**src/rtl/ring_pkg.sv**
```systemverilog
package ring_pkg;

  localparam logic [4:0] OFS_BASE_LO = 5'h00;
  localparam logic [4:0] OFS_BASE_HI = 5'h04;
  localparam logic [4:0] OFS_SIZE    = 5'h08;
  localparam logic [4:0] OFS_HEAD    = 5'h0C;
  localparam logic [4:0] OFS_TAIL    = 5'h10;
  localparam logic [4:0] OFS_CMD     = 5'h14;
  localparam logic [4:0] OFS_STATUS  = 5'h1C;

  // forward distance from b to a on a power-of-two ring
  function automatic logic [31:0] ring_dist(input logic [31:0] a,
                                            input logic [31:0] b,
                                            input logic [31:0] mask);
    return (a - b) & mask;
  endfunction

  // legal entry count: power of two within [2, 2**max_log2]
  function automatic logic size_ok(input logic [31:0] v,
                                   input int unsigned max_log2);
    logic pow2;
    pow2 = (v != 32'd0) && ((v & (v - 32'd1)) == 32'd0);
    return pow2 && (v >= 32'd2) && (v <= (32'd1 << max_log2));
  endfunction

endpackage

```
**src/rtl/ring_size_reg.sv**
```systemverilog
module ring_size_reg #(
  parameter int unsigned MAX_LOG2 = 16,
  localparam int unsigned IDX_W   = MAX_LOG2,
  localparam int unsigned SZ_W    = MAX_LOG2 + 1
) (
  input  logic              clk,
  input  logic              rst_n,
  input  logic              wr,
  input  logic [31:0]       wdata,
  output logic [SZ_W-1:0]   size,
  output logic [IDX_W-1:0]  size_mask,
  output logic              taken
);
  import ring_pkg::*;

  assign taken = wr && size_ok(wdata, MAX_LOG2);

  always_ff @(posedge clk or negedge rst_n) begin
    if (!rst_n)     size <= SZ_W'(2);
    else if (taken) size <= SZ_W'(wdata);
  end

  assign size_mask = IDX_W'(size - SZ_W'(1));
endmodule

```
**src/rtl/ring_head_ctrl.sv**
```systemverilog
module ring_head_ctrl #(
  parameter int unsigned IDX_W = 16
) (
  input  logic              clk,
  input  logic              rst_n,
  input  logic              reinit,
  input  logic              wr,
  input  logic [31:0]       wdata,
  input  logic [IDX_W-1:0]  tail,
  input  logic [IDX_W-1:0]  size_mask,
  input  logic              stat_rd,
  output logic [IDX_W-1:0]  head,
  output logic              accept,
  output logic              reject,
  output logic              err
);
  import ring_pkg::*;

  logic        in_range;
  logic [31:0] dist_new;
  logic [31:0] dist_old;

  assign in_range = (wdata <= 32'(size_mask));
  assign dist_new = ring_dist(wdata, 32'(tail), 32'(size_mask));
  assign dist_old = ring_dist(32'(head), 32'(tail), 32'(size_mask));
  assign accept   = wr && in_range && (dist_new >= dist_old);
  assign reject   = wr && !accept;

  always_ff @(posedge clk or negedge rst_n) begin
    if (!rst_n)      head <= '0;
    else if (reinit) head <= '0;
    else if (accept) head <= IDX_W'(wdata);
  end

  always_ff @(posedge clk or negedge rst_n) begin
    if (!rst_n)       err <= 1'b0;
    else if (reject)  err <= 1'b1;
    else if (stat_rd) err <= 1'b0;
  end
endmodule

```
**src/rtl/ring_tail_ctrl.sv**
```systemverilog
module ring_tail_ctrl #(
  parameter int unsigned IDX_W = 16
) (
  input  logic              clk,
  input  logic              rst_n,
  input  logic              reinit,
  input  logic              done,
  input  logic [IDX_W-1:0]  head,
  input  logic [IDX_W-1:0]  size_mask,
  output logic [IDX_W-1:0]  tail,
  output logic              adv
);
  assign adv = done && (tail != head);

  always_ff @(posedge clk or negedge rst_n) begin
    if (!rst_n)      tail <= '0;
    else if (reinit) tail <= '0;
    else if (adv)    tail <= (tail + IDX_W'(1)) & size_mask;
  end
endmodule

```
**src/rtl/ring_ptr_mgr.sv**
```systemverilog
module ring_ptr_mgr #(
  parameter int unsigned MAX_LOG2 = 16,
  parameter int unsigned ADDR_W   = 64,
  localparam int unsigned IDX_W   = MAX_LOG2,
  localparam int unsigned SZ_W    = MAX_LOG2 + 1
) (
  input  logic              clk,
  input  logic              rst_n,
  input  logic              reg_wr,
  input  logic [4:0]        reg_waddr,
  input  logic [31:0]       reg_wdata,
  input  logic              reg_rd,
  input  logic [4:0]        reg_raddr,
  output logic [31:0]       reg_rdata,
  output logic [ADDR_W-1:0] ring_base,
  output logic              ring_empty,
  output logic              ring_full,
  output logic [IDX_W-1:0]  pending,
  output logic              desc_avail,
  output logic [IDX_W-1:0]  desc_idx,
  input  logic              desc_done
);
  import ring_pkg::*;

  // named internal events
  logic              wr_base_lo, wr_base_hi, wr_size, wr_head, wr_cmd;
  logic              size_taken, reinit, head_accept, head_reject, tail_adv;
  logic              stat_rd, err;
  logic [SZ_W-1:0]   size;
  logic [IDX_W-1:0]  size_mask, head, tail;
  logic [ADDR_W-1:0] base_q;

  assign wr_base_lo = reg_wr && (reg_waddr == OFS_BASE_LO);
  assign wr_base_hi = reg_wr && (reg_waddr == OFS_BASE_HI);
  assign wr_size    = reg_wr && (reg_waddr == OFS_SIZE);
  assign wr_head    = reg_wr && (reg_waddr == OFS_HEAD);
  assign wr_cmd     = reg_wr && (reg_waddr == OFS_CMD);
  assign stat_rd    = reg_rd && (reg_raddr == OFS_STATUS);

  assign reinit = wr_base_lo || wr_base_hi || size_taken ||
                  (wr_cmd && reg_wdata[0]);

  always_ff @(posedge clk or negedge rst_n) begin
    if (!rst_n)          base_q <= '0;
    else if (wr_base_lo) base_q[31:0] <= {reg_wdata[31:3], 3'b000};
    else if (wr_base_hi) base_q[ADDR_W-1:32] <= (ADDR_W-32)'(reg_wdata);
  end

  ring_size_reg #(.MAX_LOG2(MAX_LOG2)) u_size (
    .clk(clk), .rst_n(rst_n), .wr(wr_size), .wdata(reg_wdata),
    .size(size), .size_mask(size_mask), .taken(size_taken)
  );

  ring_head_ctrl #(.IDX_W(IDX_W)) u_head (
    .clk(clk), .rst_n(rst_n), .reinit(reinit), .wr(wr_head),
    .wdata(reg_wdata), .tail(tail), .size_mask(size_mask),
    .stat_rd(stat_rd), .head(head), .accept(head_accept),
    .reject(head_reject), .err(err)
  );

  ring_tail_ctrl #(.IDX_W(IDX_W)) u_tail (
    .clk(clk), .rst_n(rst_n), .reinit(reinit), .done(desc_done),
    .head(head), .size_mask(size_mask), .tail(tail), .adv(tail_adv)
  );

  assign pending    = IDX_W'(ring_dist(32'(head), 32'(tail), 32'(size_mask)));
  assign ring_empty = (head == tail);
  assign ring_full  = (pending == size_mask);
  assign desc_avail = !ring_empty;
  assign desc_idx   = tail;
  assign ring_base  = base_q;

  always_comb begin
    unique case (reg_raddr)
      OFS_BASE_LO: reg_rdata = base_q[31:0];
      OFS_BASE_HI: reg_rdata = 32'(base_q[ADDR_W-1:32]);
      OFS_SIZE:    reg_rdata = 32'(size);
      OFS_HEAD:    reg_rdata = 32'(head);
      OFS_TAIL:    reg_rdata = 32'(tail);
      OFS_STATUS:  reg_rdata = {31'd0, err};
      default:     reg_rdata = 32'd0;
    endcase
  end
endmodule

```
**config.mk**
```make
export PLATFORM = sky130hd
export DESIGN_NAME = ring_ptr_mgr
export DESIGN_NICKNAME = d
export VERILOG_FILES = /design/src/rtl/ring_pkg.sv /design/src/rtl/ring_size_reg.sv /design/src/rtl/ring_head_ctrl.sv /design/src/rtl/ring_tail_ctrl.sv /design/src/rtl/ring_ptr_mgr.sv
export SDC_FILE = /design/constraint.sdc
export NUM_CORES = 1
export LEC_CHECK = 0
export CAP_MARGIN = 20
export CORE_ASPECT_RATIO = 1.1
export CORE_UTILIZATION = 45
export CTS_CLUSTER_DIAMETER = 50
export DETAILED_ROUTE_END_ITERATION = 8
export GPL_TIMING_DRIVEN = 0
export PLACE_DENSITY = 0.72
export REMOVE_ABC_BUFFERS = 1
export SLEW_MARGIN = 20
export SYNTH_ARGS = -nofsm -noshare
export SYNTH_HDL_FRONTEND = slang
export SYNTH_SLANG_ARGS = --single-unit
```
**constraint.sdc**
```tcl
create_clock -name clk -period 6.5 [get_ports clk]
set_input_delay 1.625 -clock clk [delete_from_list [all_inputs] [get_ports clk]]
set_output_delay 1.625 -clock clk [all_outputs]
set_load 0.01 [all_outputs]
```
==> flow_summary.toml, run 1 <==
[yosys]
ys_top_cells_by_count = "dfrtp_1 (110), mux2_2 (72), ha_1 (63)"
synth.ff_latch_count = 111
yosys-top-cells-area = "dfrtp_1 (33%), mux2_2 (9.7%), ha_1 (9.5%), xnor2_1 (3.1%), nand3_1 (2.8%)"
ys.flop_type = "dfrtp_1"
synth-edff-count = 0
synth.avg_cell_area_um2 = 9.38
yosysMostFrequentCell = "dfrtp_1"
synth_area_leader_cell = "dfrtp_1"
synth_cells = 887
synth-seq-area-share = 0.334
syn-cell-area_um2 = 8320
synthArstFlopShare = 1.00
synth_cell_types = 73
ys_warn_count = 0
synth.top_cell.area_share = 0.331

[clock_tree]
cts_tree = "yes"
cts_root_buf = "clkbuf_16"
clkTransAtPathRegs_ps = 70
cts.htree.levels = 3
numCtsBuffers = 9
clock_path_buffers = 2
hold_buffers = 0
clk_latency_ps = 340
cts_sinks = 111

[place]
portBuffers = 174
dp_hpwl_um = 19500
dp_cells = 1266
gp_congestion = 0.940

[floorplanning]
die_w_um = 132
dieArea_um2 = 19000
rows = 51
ios = 178
core_area_um2 = 17900
start_util = 0.464
chipHeight_um = 145

[worst_setup_path]
setup.worst_path.class = "in2reg"
critPathCaptureType = "flip-flop"
cp.arrival_ps = 6370
startpoint_type = "input port"
cp_max_fo = 10
required_ps = 6770

[finish]
fin_nets = 1154
final_layout_size_suffix_gt1_frac = 0.118
n_antenna_cell = 0
instances_no_fill = 1285
fillers = 1553
synthToLayoutAreaGrowth_pct = 28.1

[global_routing]
busiest_layer = "met2"
grtUsageTotal = 0.266
antenna_found_initial = 0
grtUsageMet1 = 0.331
grt_max_degree = 80
grt_use_met3 = 0.0428
grt_pass1_vias = 7615
use_met2 = 0.463
grt_pass1_wl_um = 39700
grt_overflow = 0

[sta]
hold_violations = 0
min_period_over_period = 0.939
hold_ws_ps = 496
slew_viol_final = 0
fin_setup_tns_ps = 0
fin_crit_ps = 6100
setup_viol = 0
worst_pin_slew_ps = 1070
clock.fmax_mhz = 164
rsz0062_at_grt = "no"
max-slew-margin-rel = 0.287
skew_ps = 4.95

[run_status]
status = "finished, final reports clean"

[detailed_routing]
drtIter0Drc = 665
drc_errors = 0
viasPerCell = 6.09
wl_per_cell_um = 19.7
totalWireLength_um = 25400
final_antenna_net_count = 0
dr.pass1.iters = 6
vias = 7830

[run]
cap_violations = 0

[power_and_ir_drop]
power_density_nw_per_um2 = 263
vdd_drop_max_mv = 0.169
p_leak_nw = 4.67

[worst_hold_path]
hold_class = "reg2reg"
==> cells in the final DEF (no fill, tap or decap), types with 11 or more instances in the layout <==
| master | count |
|---|---|
| nor3_1 | 24 |
| a21oi_1 | 33 |
| a22o_1 | 17 |
| a22oi_1 | 13 |
| a211oi_1 | 14 |
| nor2_1 | 49 |
| ha_1 | 63 |
| nand3_1 | 47 |
| clkdlybuf4s50_1 | 171 |
| or3_1 | 13 |
| nor4_1 | 14 |
| nand2_1 | 47 |
| mux2i_1 | 18 |
| mux2_2 | 72 |
| inv_1 | 48 |
| xor2_1 | 11 |
| nand2b_1 | 15 |
| a222oi_1 | 13 |
| dfrtp_1 | 110 |
| o21ai_0 | 37 |
| or4_1 | 11 |
| xnor2_1 | 29 |
==> path summary, 6_finish.rpt <==
check / from / end / slack (ps) / cells past startpoint
max in group asynchronous: rst_n / u_size.size[1] / 4620 / 2
min reg2reg: u_size.size[16] / u_size.size[16] / 500 / 2
min: u_size.size[16] / u_size.size[16] / 500 / 2
max reg2reg: u_tail.tail[4] / u_head.head[15] / 1530 / 17
min in group asynchronous: rst_n / ring_base[24] / 1150 / 1
max: reg_wdata[8] / u_head.head[15] / 400 / 17
==> area by class of cell <==
class / instances / area [um2] / area share
multi-input combinational: 684 / 5180 / 0.486
sequential: 111 / 2780 / 0.261
timing repair buffer: 188 / 1910 / 0.179
tap: 238 / 298 / 0.0279
clock buffer: 11 / 233 / 0.0218
inverter: 48 / 180 / 0.0169
clock inverter: 5 / 82.6 / 0.00774
==> flip-flops by register name (all words and copies together), names as in the netlist <==
signal,count
u_tail.tail,16
u_head.err,1
u_head.head,16
u_size.size,17
ring_base,61
==> power breakdown <==
group / switching (W) / total, W / leakage [nW] / internal (W)
clock: 0.000253 / 0.000592 / 0.154 / 0.000339
combinational: 0.000631 / 0.00132 / 3.05 / 0.000685
sequential: 0.000109 / 0.000891 / 1.47 / 0.000782
==> cell families after synthesis <==
kind of cell,Yosys count,share of synthesized area
compound gates,203,0.174
xor+xnor,40,0.0421
fa+ha+maj,68,0.103
buf+inv,94,0.0486
flops,111,0.334
mux,91,0.121
other cells,1,0.000451
simple gates,279,0.177
==> critical path, stage by stage <==
cell             delay [ps]
clkdlybuf4s50_1         800
ha_1                    370
a21o_1                  200
a21oi_1                 210
o21ai_0                 150
a211o_1                 310
a41oi_1                 300
xnor2_1                 150
nor2_1                   90
ha_1                    300
nand4_1                 170
a2111o_1                420
a31oi_1                 170
o21ai_0                 250
a211oi_4                420
buf_4                   230
mux2i_1                 200
==> stage by stage <==
stage | area, um2 | utilization | power (W) | setup WS (ps)
2_1_floorplan | 8110 | - | 0.00162 | 690
4_1_cts | 10700 | 0.594 | 0.00282 | 169
3_5_place_dp | 10300 | 0.576 | 0.00222 | -411
6_report | 10700 | 0.595 | 0.00280 | 398
5_1_grt | 10700 | 0.595 | 0.00299 | 201
3_3_place_gp | 10100 | 0.566 | 0.00220 | -1910
==> what timing repair did <==
action	CTS	global route
resized for setup	0	2
endpoints found under the hold margin	0	0
setup endpoints to repair	9	16
buffers inserted	2	1
pin swaps	1	1
==> layer usage <==
layer | up-vias | routed length (um) | part of all wire
met5 | - | 0 | 0
met4 | 0 | 746 | 0.029
met3 | 51 | 1760 | 0.069
met2 | 347 | 12100 | 0.48
met1 | 3803 | 10700 | 0.42
li1 | 3629 | - | -
Note: power is estimated with default switching activity, not from simulation.
==> inputs of run 2 (changes only) <==
Settings changed: CORE_MARGIN set to 2, PLACE_DENSITY 0.72 to 0.75.
Clock period 6.5 ns to 5.38 ns, I/O delays scaled along.
==> flow_summary.toml, run 2 (synthesized netlist as in run 1, its figures left out) <==
[run_status]
status = "finished, final reports clean"

[sta]
max-slew-margin-rel = 0.282
hold_violations = 0
worst_pin_slew_ps = 1070
slew_viol_final = 0
fin_crit_ps = 5310
min_period_over_period = 0.986
clock.fmax_mhz = 188
setup_viol = 0
hold_ws_ps = 499
fin_setup_tns_ps = 0
skew_ps = 10.8

[finish]
fin_nets = 1160
final_common_cell = "clkdlybuf4s50_1"
final_cell_mix = "clkdlybuf4s50_1 (161), dfrtp_1 (107), mux2_2 (72)"
n_antenna_cell = 0
final_layout_size_suffix_gt1_frac = 0.149
largest_reg_flops = 61
design_area_um2 = 10900
synthToLayoutAreaGrowth_pct = 30.5
fillers = 1578
finish.utilization = 0.594

[worst_setup_path]
cp_max_fo = 11
cp.arrival_ps = 5580
setup.worst_path.class = "in2reg"
cp.depth = 16
cp_cell_sequence = "dlygate4sd2_1, ha_1, or3_1, o21a_1, a211o_1, a41oi_1, xnor2_1, nor2_1, ha_1, nand4_1, a2111o_1, a31oi_2, o21ai_2, a211oi_4, bufbuf_16, mux2i_1"
crit_top_cell = "ha_1"
critPathTopFamily = "compound AO/OA/AOI/OAI gates"
ff2ff_path_depth = 17
r2r_setup_slack_ps = 650
critPathLaunch = "reg_wdata[4]"
critPathCaptureType = "flip-flop"
cp_slowest_cell = "a2111o_1"
max_stage_delay_ps = 410
required_ps = 5650
cp_num_buf_inv = 2
r2r-end = "u_head.head[1]"
rr_startpoint = "u_tail.tail[4]"
endpoint = "u_head.head[1]"
startpoint_type = "input port"

[clock_tree]
cts_root_buf = "clkbuf_16"
clk_latency_ps = 350
cts.htree.levels = 3
numCtsBuffers = 9
clock_path_buffers = 2
clkTransAtPathRegs_ps = 80
cts_sinks = 111
hold_buffers = 0
cts_tree = "yes"

[power_and_ir_drop]
power_density_nw_per_um2 = 314
p_leak_nw = 4.77
vdd_drop_max_mv = 0.192
power_w = 0.00340

[global_routing]
grt_pass1_wl_um = 41600
antenna_found_initial = 0
grt_max_degree = 58
grtUsageTotal = 0.266
grt_overflow = 0
grt_pass1_vias = 7877

[detailed_routing]
viasPerCell = 6.13
drtIter0Drc = 687
totalWireLength_um = 26300
drc_errors = 0
final_antenna_net_count = 0
wl_per_cell_um = 20.3
vias = 7940
dr.pass1.iters = 8

[floorplanning]
die_w_um = 134
chipHeight_um = 147
core_area_um2 = 18300
ios = 178
start_util = 0.455
dieArea_um2 = 19600
rows = 52

[run]
cap_violations = 0

[place]
gp_congestion = 0.881
placed_cell_area_um2 = 10300
portBuffers = 174
dp_hpwl_um = 19900

[worst_hold_path]
hold_class = "reg2reg"
min_from = "u_size.size[16]"
[run 2: how the worst min path moves through the flow]
stage | slack, ps | depth (start not counted) | endpoint
after detailed placement | 480 | 2 | u_size.size[16]
final | 500 | 2 | u_size.size[16]
after CTS | 500 | 2 | u_size.size[16]
after global routing | 550 | 2 | u_head.err
after floorplan | 450 | 2 | u_size.size[16]
after global placement | 470 | 2 | u_size.size[16]
[run 2: per-stage QoR]
stage	setup slack, ps	cells
2_1_floorplan	-43.6	843
3_3_place_gp	-2460	1260
3_5_place_dp	-1240	1271
4_1_cts	13.5	1293
5_1_grt	-22.0	1296
6_report	74.2	1296
[run 2: what timing repair did]
item                       4_1_cts  5_1_grt
hold endpoints to repair         0        0
cloned                           1        0
setup buffers                    5        3
pin swaps                        2        9
setup endpoints to repair       24       28
gates resized for setup         24       28
[run 2: worst register-to-register path: stages (launching register included)]
cell       delay (ps)
dfrtp_2           440
inv_1             110
ha_1              390
a2111o_1          510
a31o_2            270
a311o_1           410
a21oi_1           170
o21bai_1           80
xor2_1            180
nand2_1            80
ha_1              300
nand4_1           190
a2111o_1          410
a31oi_2           180
o21ai_2           110
a211oi_4          310
bufbuf_16         330
mux2i_1           180
[run 2: metal layers]
layer / global-route usage / wire length, um
met5: 0 / 0
met4: 0.0952 / 789
met3: 0.0479 / 2020
met2: 0.455 / 13000
met1: 0.336 / 10500
[run 2: layout make-up]
cell class | instances | area, um2 | share of cell area
Clock buffer | 11 | 243 | 0.0224
Clock inverter | 5 | 56.3 | 0.00519
Inverter | 48 | 180 | 0.0166
Multi-Input combinational cell | 684 | 5290 | 0.487
Sequential cell | 111 | 2780 | 0.256
Tap cell | 243 | 304 | 0.0280
Timing Repair Buffer | 194 | 2000 | 0.185
[run 2: where the power goes]
part / internal (W) / switching (W)
logic: 0.000841 / 0.000803
registers: 0.000947 / 0.000135
clock network: 0.000375 / 0.000303
==> inputs of run 3 (changes only) <==
Settings changed: CTS_CLUSTER_DIAMETER 50 to not set, GPL_TIMING_DRIVEN 0 to not set, SKIP_CTS_REPAIR_TIMING set to 1.
==> flow_summary.toml, run 3 (synthesized netlist as in run 1, its figures left out) <==
[worst_setup_path]
critPathCaptureType = "flip-flop"
cp_max_fo = 8
setup.worst_path.class = "in2reg"
cp.arrival_ps = 5390
cp_cell_sequence = "dlymetal6s2s_1, inv_1, ha_1, fa_1, nor2b_2, o21a_1, o21a_1, o41a_1, a211oi_1, o311ai_1, o41ai_1, ha_1, nand4_1, a2111o_1, a31oi_2, o21ai_2, a211oi_4, clkbuf_16, mux2i_1"
startpoint_type = "input port"
max_stage_delay_ps = 410
cp_slowest_cell = "fa_1"
required_ps = 5650

[finish]
largest_reg_flops = 61
final_common_cell = "clkdlybuf4s50_1"
n_antenna_cell = 0
finish.utilization = 0.598
final_cell_mix = "clkdlybuf4s50_1 (169), dfrtp_1 (110), mux2_2 (72)"
design_area_um2 = 10900
fin_nets = 1188
final_layout_size_suffix_gt1_frac = 0.155
synthToLayoutAreaGrowth_pct = 31.4

[place]
dp_hpwl_um = 20300
gp_congestion = 0.883
portBuffers = 174
placed_cell_area_um2 = 10600

[power_and_ir_drop]
combPwrFrac = 0.500
power_frac_seq = 0.303
cellInternalPower_w = 0.00219
p_sw_frac = 0.367
pwr-share-clk = 0.197
p_leak_nw = 4.87
power_density_nw_per_um2 = 316
vdd_drop_max_mv = 0.219
switchingPower_w = 0.00127

[clock_tree]
clkTransAtPathRegs_ps = 70
cts.htree.levels = 3
clk_latency_ps = 350
cts_sinks = 111
clock_path_buffers = 2
cts_tree = "yes"
cts_root_buf = "clkbuf_16"
numCtsBuffers = 9

[global_routing]
grtUsageTotal = 0.271
antenna_found_initial = 0
grt_max_degree = 61
grt_pass1_vias = 8118
grt_overflow = 0
grt_pass1_wl_um = 42100

[floorplanning]
ios = 178
core_area_um2 = 18300
dieArea_um2 = 19600
die_w_um = 134
rows = 52
chipHeight_um = 147
start_util = 0.455

[detailed_routing]
wl_per_cell_um = 20.1
vias = 8019
drtIter0Drc = 767
drc_errors = 0
dr.pass1.iters = 9
totalWireLength_um = 26700
viasPerCell = 6.06
final_antenna_net_count = 0

[run_status]
status = "finished, final reports clean"

[run]
cap_violations = 0

[sta]
hold_ws_ps = 503
rsz0062_at_grt = "no"
slew_viol_final = 0
fin_crit_ps = 5120
min_period_over_period = 0.952
max-slew-margin-rel = 0.338
fin_setup_tns_ps = 0
hold_violations = 0
clock.fmax_mhz = 195
skew_ps = 10.2
worst_pin_slew_ps = 989
setup_viol = 0

[worst_hold_path]
hold_class = "reg2reg"
run 3: final timing paths:
check                           slack [ps]               to             from  cells past startpoint
worst max-delay path                   260   u_head.head[6]     reg_wdata[0]                     19
min in group asynchronous             1060    ring_base[44]            rst_n                      1
worst min-delay path                   500  u_size.size[16]  u_size.size[16]                      2
worst max register to register         810   u_head.head[6]   u_size.size[0]                     15
worst min register to register         500  u_size.size[16]  u_size.size[16]                      2
max in group asynchronous             3110    ring_base[21]            rst_n                      2
run 3: power groups by stage:
stage / clock network [W] / logic, W / registers [W]
3_3_place_gp: 0 / 0.00169 / 0.00106
3_5_place_dp: 0 / 0.00171 / 0.00106
5_1_grt: 0.000713 / 0.00190 / 0.00106
6_report: 0.000679 / 0.00173 / 0.00105
2_1_floorplan: 0 / 0.000857 / 0.00110
4_1_cts: 0.000687 / 0.00172 / 0.00105
run 3: layout make-up:
| type | instances | area (um2) |
|---|---|---|
| fillers | 1615 | 7340 |
| multi-input cells | 684 | 5220 |
| flip-flops and latches | 111 | 2780 |
| repair buffers | 222 | 2160 |
| well taps | 243 | 304 |
| clock buffers | 9 | 225 |
| inverters | 48 | 180 |
| clock inverters | 6 | 68.8 |
run 3: per-stage QoR:
step / std cells / power, W / setup slack (ps)
floorplan: 843 / 0.00196 / -43.6
global placement: 1306 / 0.00274 / -463
global route: 1323 / 0.00367 / 32.8
detailed placement: 1306 / 0.00277 / -553
CTS: 1321 / 0.00345 / -208
finish: 1323 / 0.00345 / 259
run 3: per-layer routing:
metal	share of wire	wire, um	GRT usage
met1	0.41	10900	0.349
met2	0.49	13000	0.468
met3	0.075	2000	0.0351
met4	0.028	734	0.0973
met5	0	0	0
run 3: critical path: cells and delay by family:
family	cells	cell delay (ps)
AOI/OAI and AO/OA	10	2050
muxes	1	190
adders and majority gates	3	960
and+or+nand+nor	2	260
buffers and inverters	3	580
